### src/rtl/burst_seq_pkg.sv
package burst_seq_pkg;
  typedef enum logic {
    ORD_INTERLEAVE = 1'b0,
    ORD_LINEAR     = 1'b1
  } burst_order_e;
endpackage

### src/rtl/burst_beat_counter.sv
module burst_beat_counter #(
  parameter int BURST_BITS = 2
) (
  input  logic                  clk,
  input  logic                  rst,
  input  logic                  clear_i,
  input  logic                  step_i,
  output logic [BURST_BITS-1:0] beat_o,
  output logic [BURST_BITS-1:0] beat_next_o
);
  localparam logic [BURST_BITS-1:0] ONE  = BURST_BITS'(1);
  localparam logic [BURST_BITS-1:0] LAST = {BURST_BITS{1'b1}};

  always_comb begin
    if (clear_i)     beat_next_o = '0;
    else if (step_i) beat_next_o = beat_o + ONE;
    else             beat_next_o = beat_o;
  end

  always_ff @(posedge clk) begin
    if (rst) beat_o <= '0;
    else     beat_o <= beat_next_o;
  end

  // the count wraps after the last beat instead of saturating
  a_r9_wrap: assert property (@(posedge clk) disable iff (rst)
    (step_i && !clear_i && beat_o == LAST) |=> (beat_o == '0));
endmodule

### src/rtl/burst_order_map.sv
module burst_order_map
  import burst_seq_pkg::*;
#(
  parameter int BURST_BITS = 2
) (
  input  logic [BURST_BITS-1:0] base_lo_i,
  input  logic [BURST_BITS-1:0] beat_i,
  input  burst_order_e          order_i,
  output logic [BURST_BITS-1:0] lo_o
);
  logic [BURST_BITS-1:0] lin_lo;
  logic [BURST_BITS-1:0] ilv_lo;

  assign lin_lo = base_lo_i + beat_i;

  for (genvar b = 0; b < BURST_BITS; b++) begin : g_ilv
    assign ilv_lo[b] = base_lo_i[b] ^ beat_i[b];
  end

  assign lo_o = (order_i == ORD_LINEAR) ? lin_lo : ilv_lo;
endmodule

### src/rtl/strobe_arbiter.sv
module strobe_arbiter (
  input  logic strobe_proc_i,
  input  logic strobe_ctrl_i,
  input  logic sel_q_i,
  output logic load_o,
  output logic proc_win_o
);
  logic proc_ok;
  assign proc_ok    = strobe_proc_i && sel_q_i;
  assign proc_win_o = proc_ok;
  assign load_o     = proc_ok || strobe_ctrl_i;
endmodule

### src/rtl/burst_addr_seq.sv
module burst_addr_seq
  import burst_seq_pkg::*;
#(
  parameter int ADDR_W     = 20,
  parameter int BURST_BITS = 2
) (
  input  logic              clk,
  input  logic              rst,
  input  logic [ADDR_W-1:0] addr_i,
  input  logic              ce_i,
  input  logic              strobe_proc_i,
  input  logic              strobe_ctrl_i,
  input  logic              adv_i,
  input  logic              order_i,
  output logic [ADDR_W-1:0] word_addr_o,
  output logic              sel_o
);
  localparam int HI_W = ADDR_W - BURST_BITS;

  logic                  load;
  logic                  proc_win;
  logic                  step;
  logic [ADDR_W-1:0]     base_q;
  logic [BURST_BITS-1:0] beat_q;
  logic [BURST_BITS-1:0] beat_nx;
  logic [BURST_BITS-1:0] mapped_lo;
  logic [ADDR_W-1:0]     addr_nx;
  burst_order_e          order;

  assign order = burst_order_e'(order_i);
  assign step  = adv_i && !load;

  strobe_arbiter u_arb (
    .strobe_proc_i (strobe_proc_i),
    .strobe_ctrl_i (strobe_ctrl_i),
    .sel_q_i       (sel_o),
    .load_o        (load),
    .proc_win_o    (proc_win)
  );

  burst_beat_counter #(.BURST_BITS(BURST_BITS)) u_cnt (
    .clk         (clk),
    .rst         (rst),
    .clear_i     (load),
    .step_i      (step),
    .beat_o      (beat_q),
    .beat_next_o (beat_nx)
  );

  burst_order_map #(.BURST_BITS(BURST_BITS)) u_map (
    .base_lo_i (base_q[BURST_BITS-1:0]),
    .beat_i    (beat_nx),
    .order_i   (order),
    .lo_o      (mapped_lo)
  );

  always_comb begin
    if (load)      addr_nx = addr_i;
    else if (step) addr_nx = {base_q[ADDR_W-1:BURST_BITS], mapped_lo};
    else           addr_nx = word_addr_o;
  end

  always_ff @(posedge clk) begin
    if (rst) begin
      base_q      <= '0;
      sel_o       <= 1'b0;
      word_addr_o <= '0;
    end else begin
      word_addr_o <= addr_nx;
      if (load) begin
        base_q <= addr_i;
        sel_o  <= ce_i;
      end
    end
  end

  // controller strobe captures address
  a_r2_ctrl_load: assert property (@(posedge clk) disable iff (rst)
    strobe_ctrl_i |=> (word_addr_o == $past(addr_i)));
  // processor strobe with select high captures address, even alongside controller
  a_r3_proc_load: assert property (@(posedge clk) disable iff (rst)
    proc_win |=> (word_addr_o == $past(addr_i)));
  // processor strobe ignored while deselected
  a_r4_proc_ignored: assert property (@(posedge clk) disable iff (rst)
    (strobe_proc_i && !sel_o && !strobe_ctrl_i && !adv_i) |=>
      ($stable(word_addr_o) && $stable(sel_o)));
  // upper address bits fixed while advancing
  a_r7_upper_fixed: assert property (@(posedge clk) disable iff (rst)
    (adv_i && !strobe_ctrl_i && !(strobe_proc_i && sel_o)) |=>
      (word_addr_o[ADDR_W-1 -: HI_W] == $past(word_addr_o[ADDR_W-1 -: HI_W])));
  // idle cycles hold state
  a_r8_hold: assert property (@(posedge clk) disable iff (rst)
    (!adv_i && !strobe_ctrl_i && !strobe_proc_i) |=>
      ($stable(word_addr_o) && $stable(sel_o)));
  // select follows captured chip enable
  a_r11_sel_capture: assert property (@(posedge clk) disable iff (rst)
    strobe_ctrl_i |=> (sel_o == $past(ce_i)));
endmodule

### config.mk
export PLATFORM = sky130hd
export DESIGN_NAME = burst_addr_seq
export DESIGN_NICKNAME = d
export VERILOG_FILES = /design/src/rtl/burst_seq_pkg.sv /design/src/rtl/burst_beat_counter.sv /design/src/rtl/burst_order_map.sv /design/src/rtl/strobe_arbiter.sv /design/src/rtl/burst_addr_seq.sv
export SDC_FILE = /design/constraint.sdc
export NUM_CORES = 1
export LEC_CHECK = 0
export BUFFER_PORTS_ARGS = -buffer_cell sky130_fd_sc_hd__buf_2
export CAP_MARGIN = 30
export CORE_MARGIN = 10
export CORE_UTILIZATION = 38
export CTS_CLUSTER_SIZE = 25
export DETAILED_ROUTE_END_ITERATION = 8
export PLACE_DENSITY = 0.72
export SYNTH_ARGS = -nofsm -noshare
export SYNTH_HDL_FRONTEND = slang
export SYNTH_HIERARCHICAL = 1
export SYNTH_SLANG_ARGS = --single-unit
### constraint.sdc
create_clock -name clk -period 2.2 [get_ports clk]
set_input_delay 0.33 -clock clk [delete_from_list [all_inputs] [get_ports clk]]
set_output_delay 0.33 -clock clk [all_outputs]
set_load 0.03 [all_outputs]
# [After elaboration in Yosys (flattened, before gate mapping)]
# Index checks and enable logic that the tools add are counted.
[word_totals] register_bits=43 out_inout_bits=21
[classes] n_reduce_logical=5 n_addsub=2 n_mux=5 bitwise_logic=2
[op_table] op="two-way mux 20 bit" count=2
[op_table] op="two-way mux 2 bit" count=3
[op_table] op="adder 2 x 1 -> 2 bit (second input constant)" count=1
[op_table] op="adder 2 bit" count=1
[op_table] op="logical AND 1 bit" count=2
[op_table] op="nonzero test 2 bit" count=1
[op_table] op="XOR 1 bit" count=2
[op_table] op="zero test 1 bit" count=1
[op_table] op="logical OR 1 bit" count=1

# [Logic depth before layout (Yosys ltp)]
# Gate-level depths: netlist (run 1).
[depth] word_depth=10 mapped_depth=11

# [Cells and area by module]
# The synthesis (run 1) kept the hierarchy.
[by_module_without_submodules] mod="burst_addr_seq" instances=1 area_each_um2=1714.1 cells_per_inst=160
[by_module_without_submodules] mod="burst_beat_counter" instances=1 area_each_um2=92.6 cells_per_inst=9
[by_module_without_submodules] mod="burst_order_map" instances=1 area_each_um2=33.8 cells_per_inst=4
[by_module_without_submodules] mod="strobe_arbiter" instances=1 area_each_um2=13.8 cells_per_inst=2

# [Worst setup path before layout (run 1)]
# OpenSTA, ideal clock, no wires.
[synth_path] kind="register to register" from="register sel_o" to="register word_addr_o[1]" setup_slack_ns=-0.007 arrival_ns=2.122 n_path_buf=2 setup_ns=0.086 stages_incl_launch_ff=11 required_time_ns=2.114 path_cell_list="dfxtp_1 a21o_1 buf_2 buf_4 nor2b_1 a21bo_1 a21oi_1 xor2_1 xnor2_1 mux2i_1 a211oi_1"
[synth_between] elab_chain_len=10 word_cells_on_any_way=12 classes_between="add/sub (1); mux (5); bitwise (1); reduce/logical (5)"
[synth_lines] element="from (decl)" line="burst_addr_seq.sv:16" source="output logic sel_o"
[synth_lines] element="from (signal assigned)" line="burst_addr_seq.sv:72" source="sel_o <= ce_i;"
[synth_lines] element="logical AND 1 bit *" line="strobe_arbiter.sv:9" source="assign proc_ok = strobe_proc_i && sel_q_i;"
[synth_lines] element="logical OR 1 bit *" line="strobe_arbiter.sv:11" source="assign load_o = proc_ok || strobe_ctrl_i;"
[synth_lines] element="named net load" line="burst_addr_seq.sv:20" source="logic load;"
[synth_lines] element="zero test 1 bit *" line="burst_addr_seq.sv:31" source="assign step = adv_i && !load;"
[synth_lines] element="logical AND 1 bit *" line="burst_addr_seq.sv:31"
[synth_lines] element="named net step" line="burst_addr_seq.sv:22" source="logic step;"
[synth_lines] element="two-way mux 2 bit *" line="burst_beat_counter.sv:16" source="else if (step_i) beat_next_o = beat_o + ONE;"
[synth_lines] element="two-way mux 2 bit *" line="burst_beat_counter.sv:15" source="if (clear_i) beat_next_o = '0;"
[synth_lines] element="named net beat_nx[1]" line="burst_addr_seq.sv:25" source="logic [BURST_BITS-1:0] beat_nx;"
[synth_lines] element="adder 2 bit or XOR 1 bit (tied branches)" line="burst_order_map.sv:14, burst_order_map.sv:17"
[synth_lines] element="two-way mux 2 bit *" line="burst_order_map.sv:20" source="assign lo_o = (order_i == ORD_LINEAR) ? lin_lo : ilv_lo;"
[synth_lines] element="named net mapped_lo[1]" line="burst_addr_seq.sv:26" source="logic [BURST_BITS-1:0] mapped_lo;"
[synth_lines] element="two-way mux 20 bit *" line="burst_addr_seq.sv:59" source="else if (step) addr_nx = {base_q[ADDR_W-1:BURST_BITS], mapped_lo};"
[synth_lines] element="two-way mux 20 bit *" line="burst_addr_seq.sv:58" source="if (load) addr_nx = addr_i;"
[synth_lines] element="to (signal assigned)" line="burst_addr_seq.sv:69" source="word_addr_o <= addr_nx;"
[synth_lines] element="to (decl)" line="burst_addr_seq.sv:15" source="output logic [ADDR_W-1:0] word_addr_o,"
# Mark *: on every way through the listed nets, which the timed path passes. The rest lies on a longest branch. The select of a mux whose other input is x is not followed.
# A chain may end at the register's enable or synchronous reset.

# [Worst setup path after layout (run 1)]
# Ends and elaborated chain as after synthesis.

==> results of run 1 <==
through the flow:
step	worst slack [ps]	util, %
floorplan	3.79	-
global placement	321	44.2
detailed placement	251	44.2
CTS	372	46.4
global route	201	46.4
finish	378	46.4
state kept, by name, summed over array words and instances, names as in the netlist:
register / cells
base_q: 20
word_addr_o: 20
u_cnt/beat_o: 2
sel_o: 1
worst min-delay path: stages:
cell,delay [ps]
buf_2,70
mux2i_1,60
nor2_1,70
worst max path at each step:
| stage | start | to | slack [ps] | cells after the start |
|---|---|---|---|---|
| 2_1_floorplan | sel_o | word_addr_o[1] | 4 | 10 |
| 3_3_place_gp | strobe_proc_i | word_addr_o[1] | 320 | 9 |
| 3_5_place_dp | strobe_proc_i | word_addr_o[1] | 250 | 9 |
| 4_1_cts | sel_o | word_addr_o[1] | 370 | 8 |
| 5_1_grt | sel_o | word_addr_o[1] | 200 | 8 |
| 6_report | sel_o | word_addr_o[1] | 380 | 8 |
layout by cell type (no fill, tap or decap), drive strengths merged:
master and count:
xnor2 2, nor2b 21, nor3 1, nand3b 1, a21o 1, dfxtp 43, a211oi 21, a21bo 1
a21oi 1, clkbuf 8, nor2 22, ha 1, mux2i 41, nand2 1, xor2 1, buf 51
inv 1
cell type report:
| cell class | count | area [sq um] |
|---|---|---|
| inverters | 1 | 3.75 |
| fillers | 467 | 2530 |
| flip-flops and latches | 43 | 861 |
| well taps | 67 | 83.8 |
| multi-input cells | 115 | 876 |
| repair buffers | 51 | 265 |
| clock buffers | 8 | 100 |
layer usage:
metal | track usage (%) | wire (um)
met5 | 0 | 0
met1 | 12.1 | 1870
met4 | 4.45 | 64
met3 | 3.57 | 276
met2 | 15.0 | 1700
where the power goes:
part / total, mW / switching, mW / internal, mW
clock network: 0.542 / 0.256 / 0.286
registers: 0.862 / 0.0282 / 0.834
logic: 0.289 / 0.173 / 0.116
==> results.sh, run 1 <==
export IMPL_drc=0
export IMPL_via_per_inst=4.72
export IMPL_finalNetCount=245
export IMPL_instances_no_fill=285
export IMPL_antenna_found_initial=0
export IMPL_arrival_ps=2030
export IMPL_vias=1344
export IMPL_grt_overflow_total=0
export IMPL_grt_pass1_vias=1338
export IMPL_skew_ps=1.23
export IMPL_clock_sinks=43
export IMPL_dr_pass1_iters=4
export IMPL_place_area_sq_um=2090
export IMPL_r2r_end="word_addr_o[1]"
export IMPL_grt_max_degree=44
export IMPL_syn_inst=174
export IMPL_startpoint_type="register"
export IMPL_ff2ff_path_depth=8
export IMPL_cts_tree="done"
export IMPL_finalHoldViolations=0
export IMPL_power_per_cell_area_nw_per_um2=773
export IMPL_cts_htree_levels=2
export IMPL_syn_avg_cell_area_sq_um=10.6
export IMPL_coreArea_sq_um=4720
export IMPL_cts_inserted_buffers=5
export IMPL_root_buffer="clkbuf_8"
export IMPL_final_cell_area_sq_um=2190
export IMPL_crit_family="compound AO/OA/AOI/OAI gates"
export IMPL_grt_pass1_wl_mm=6.58
export IMPL_start_util_pct=39.1
export IMPL_drt_wl_total_mm=3.91
export IMPL_clkTransAtPathRegs_ps=80
export IMPL_crit_fanout=3
export IMPL_max_slew_worst_pin_slew_ps=806
export IMPL_die_w_um=89.7
export IMPL_hold_end="sel_o"
export IMPL_cp_required_ps=2410
export IMPL_cp_end_kind="register"
export IMPL_grt_use_total_pct=9.83
export IMPL_hpwl_mm=2.71
export IMPL_cts_hold_fix_buffers=0
export IMPL_min_path_type="in2reg"
export IMPL_cts_max_path_buffers=2
export IMPL_yosys_warnings=6
export IMPL_cap_violations=0
export IMPL_area_growth_syn_to_layout_pct=18.5
export IMPL_drive_gt1_share_pct=28.4
export IMPL_fmax_mhz=549
export IMPL_timing_rr_start="sel_o"
export IMPL_cp_slowest_cell="dfxtp_1"
export IMPL_cts_resized_gates=0
export IMPL_ff2ff_setup_slack_ps=380
export IMPL_rsz0062_at_grt="no"
export IMPL_die_area_sq_um=8050
export IMPL_place_congestion=0.700
export IMPL_critical_path_cell_chain="a21o_2, nor2b_1, nand3b_1, a21oi_1, xor2_1, xnor2_1, mux2i_1, a211oi_1"
export IMPL_worstSkewPairLatency_ps=290
export IMPL_finalSetupViolations=0
export IMPL_portBuffers=47
export IMPL_post_route_period_util_pct=82.8
export IMPL_power_mw=1.69
export IMPL_hold_depth=3
export IMPL_ant_nets=0
export IMPL_leakage_nw=1.03
export IMPL_relSlewSlack_pct=46.2
export IMPL_rows=25
export IMPL_wire_per_inst_um=13.7
export IMPL_min_from="ce_i"
export IMPL_postCtsSetupRepairBufs=0
export IMPL_ios=48
export IMPL_critical_path_class="reg2reg"
export IMPL_synth_nets=202
export IMPL_period_minus_slack_ps=1820
export IMPL_netlist_area_sq_um=1850
export IMPL_hold_ws_ps=272
export IMPL_antenna_cells=0
export IMPL_status="finished clean"
export IMPL_place_inst=277
export IMPL_vdd_drop_max_mv=0.388
export IMPL_die_y_um=89.7
export IMPL_drt_iter0_markers=35
export IMPL_path_buf_inv=0
export IMPL_finalSetupTns_ps=0
export IMPL_crit_path_max_incr_delay_ps=320
export IMPL_slew_viol_final=0
Power figures use the tool's default switching activity.
==> inputs of run 2 (changes only) <==
Clock period 2.2 ns to 1.86 ns, I/O delays scaled along.
==> run 2 against run 1 <==
Against the previous run: clock-buffer cell count did not move; critical path depth did not move; die area did not move; largest cell class unchanged.
==> results.sh, run 2 (synthesis gave the netlist of run 1 again) <==
export IMPL_layout_commonest_cell="buf_2"
export IMPL_place_area_sq_um=2140
export IMPL_drive_gt1_share_pct=30.1
export IMPL_crit_path_max_incr_delay_ps=350
export IMPL_die_area_sq_um=8050
export IMPL_multi_input_area_sq_um=887
export IMPL_vdd_drop_max_mv=0.480
export IMPL_relSlewSlack_pct=70.4
export IMPL_grt_overflow_total=0
export IMPL_ant_nets=0
export IMPL_min_from="addr_i[1]"
export IMPL_r2r_end="word_addr_o[1]"
export IMPL_cp_slowest_cell="dfxtp_4"
export IMPL_drt_wl_total_mm=3.82
export IMPL_setup_ws_ps=164
export IMPL_die_w_um=89.7
export IMPL_final_cell_area_sq_um=2240
export IMPL_cp_end_kind="register"
export IMPL_cts_hold_fix_buffers=0
export IMPL_pwr_share_seq_pct=50.6
export IMPL_start_util_pct=39.1
export IMPL_max_slew_worst_pin_slew_ps=444
export IMPL_drt_iter0_markers=33
export IMPL_ff2ff_path_depth=8
export IMPL_worstSkewPairLatency_ps=290
export IMPL_power_per_cell_area_nw_per_um2=898
export IMPL_post_route_period_util_pct=91.2
export IMPL_finalSetupTns_ps=0
export IMPL_slew_viol_final=0
export IMPL_place_congestion=0.667
export IMPL_finalHoldViolations=0
export IMPL_die_y_um=89.7
export IMPL_timing_rr_start="sel_o"
export IMPL_regArea_sq_um=865
export IMPL_finalSetupViolations=0
export IMPL_drc=0
export IMPL_root_buffer="clkbuf_8"
export IMPL_wire_per_inst_um=13.4
export IMPL_status="finished clean"
export IMPL_cts_tree="done"
export IMPL_min_path_type="in2reg"
export IMPL_ios=48
export IMPL_grt_pass1_vias=1398
export IMPL_dr_pass1_iters=4
export IMPL_cts_inserted_buffers=5
export IMPL_critical_path_class="reg2reg"
export IMPL_finalNetCount=246
export IMPL_skew_ps=4.42
export IMPL_clock_power_share_pct=31.8
export IMPL_cts_max_path_buffers=2
export IMPL_via_per_inst=4.73
export IMPL_power_mw=2.01
export IMPL_antenna_found_initial=0
export IMPL_grt_pass1_wl_mm=6.59
export IMPL_coreArea_sq_um=4720
export IMPL_antenna_cells=0
export IMPL_hold_depth=3
export IMPL_hpwl_mm=2.74
export IMPL_path_buf_inv=0
export IMPL_ff2ff_setup_slack_ps=160
export IMPL_arrival_ps=1910
export IMPL_pwr_share_comb_pct=17.6
export IMPL_crit_family="compound AO/OA/AOI/OAI gates"
export IMPL_area_growth_syn_to_layout_pct=21.1
export IMPL_grt_use_total_pct=9.72
export IMPL_preCtsSetupSlack_ps=132
export IMPL_clkTransAtPathRegs_ps=80
export IMPL_fmax_mhz=590
export IMPL_swShare_pct=26.8
export IMPL_period_minus_slack_ps=1700
export IMPL_grt_max_degree=47
export IMPL_critical_path_cell_chain="a21o_2, nor2b_4, nand3b_1, a21oi_2, xor2_1, xnor2_1, mux2i_1, a211oi_1"
export IMPL_cp_required_ps=2070
export IMPL_rsz0062_at_grt="no"
export IMPL_cap_violations=0
export IMPL_cp_startpoint="sel_o"
export IMPL_vias=1352
export IMPL_hold_end="base_q[1]"
export IMPL_portBuffers=47
export IMPL_cts_htree_levels=2
export IMPL_leakage_nw=1.05
export IMPL_cts_resized_gates=0
export IMPL_reg_top3="base_q (20), word_addr_o (20), u_cnt/beat_o (2)"
export IMPL_postCtsSetupRepairBufs=0
export IMPL_p_switching_mw=0.539
export IMPL_clock_sinks=43
export IMPL_layout_common_cells="buf_2 (47), dfxtp_1 (42), mux2i_1 (41)"
export IMPL_crit_fanout=3
export IMPL_fillers=456
export IMPL_rows=25
export IMPL_p_int_mw=1.47
export IMPL_startpoint_type="register"
export IMPL_hold_ws_ps=236
-- run 2: changes by cell type in the layout (fill, tap and decap cells not counted) --
cell     before  now
nor2b_4       0    1
buf_12        0    2
dfxtp_4       0    1
dfxtp_1      43   42
buf_4         4    3
a21oi_1       1    0
nor2b_1      21   20
a21oi_2       0    1
-- run 2: power by group through the flow --
stage | Sequential [mW] | Combinational [mW] | Clock (mW)
finish | 1.02 | 0.353 | 0.640
global route | 1.03 | 0.388 | 0.711
CTS | 1.02 | 0.359 | 0.670
detailed placement | 1.04 | 0.358 | 0
global placement | 1.04 | 0.355 | 0
floorplan | 1.11 | 0.194 | 0
-- run 2: layer usage --
| metal | wire length (um) | GRT usage [%] | vias up |
|---|---|---|---|
| li1 | - | - | 697 |
| met1 | 1770 | 11.5 | 622 |
| met2 | 1710 | 14.9 | 28 |
| met3 | 282 | 4.41 | 5 |
| met4 | 58 | 4.04 | 0 |
| met5 | 0 | 0 | - |
-- run 2: worst max path at each step --
stage	endpoint	slack, ps	cells past startpoint
after floorplan	word_addr_o[1]	-60	10
after global placement	word_addr_o[1]	170	9
after detailed placement	word_addr_o[1]	130	9
after CTS	word_addr_o[1]	140	8
after global routing	word_addr_o[1]	30	8
final	word_addr_o[1]	160	8
-- run 2: per-stage QoR --
step           util (%)  cells
6_report           47.4    286
3_5_place_dp       45.2    278
4_1_cts            47.4    286
3_3_place_gp       45.2    278
2_1_floorplan         -    174
5_1_grt            47.4    286
-- run 2: area by class of cell --
class	count	share of cell area, %
tap	67	3.75
clock buffer	8	4.47
sequential	43	38.6
multi-input combinational	115	39.7
inverter	1	0.168
timing repair buffer	52	13.3
-- run 2: worst reg2reg max path, stage by stage (launching register included) --
cell	delay [ps]
dfxtp_4	350
a21o_2	250
nor2b_4	140
nand3b_1	130
a21oi_2	150
xor2_1	180
xnor2_1	130
mux2i_1	90
a211oi_1	200
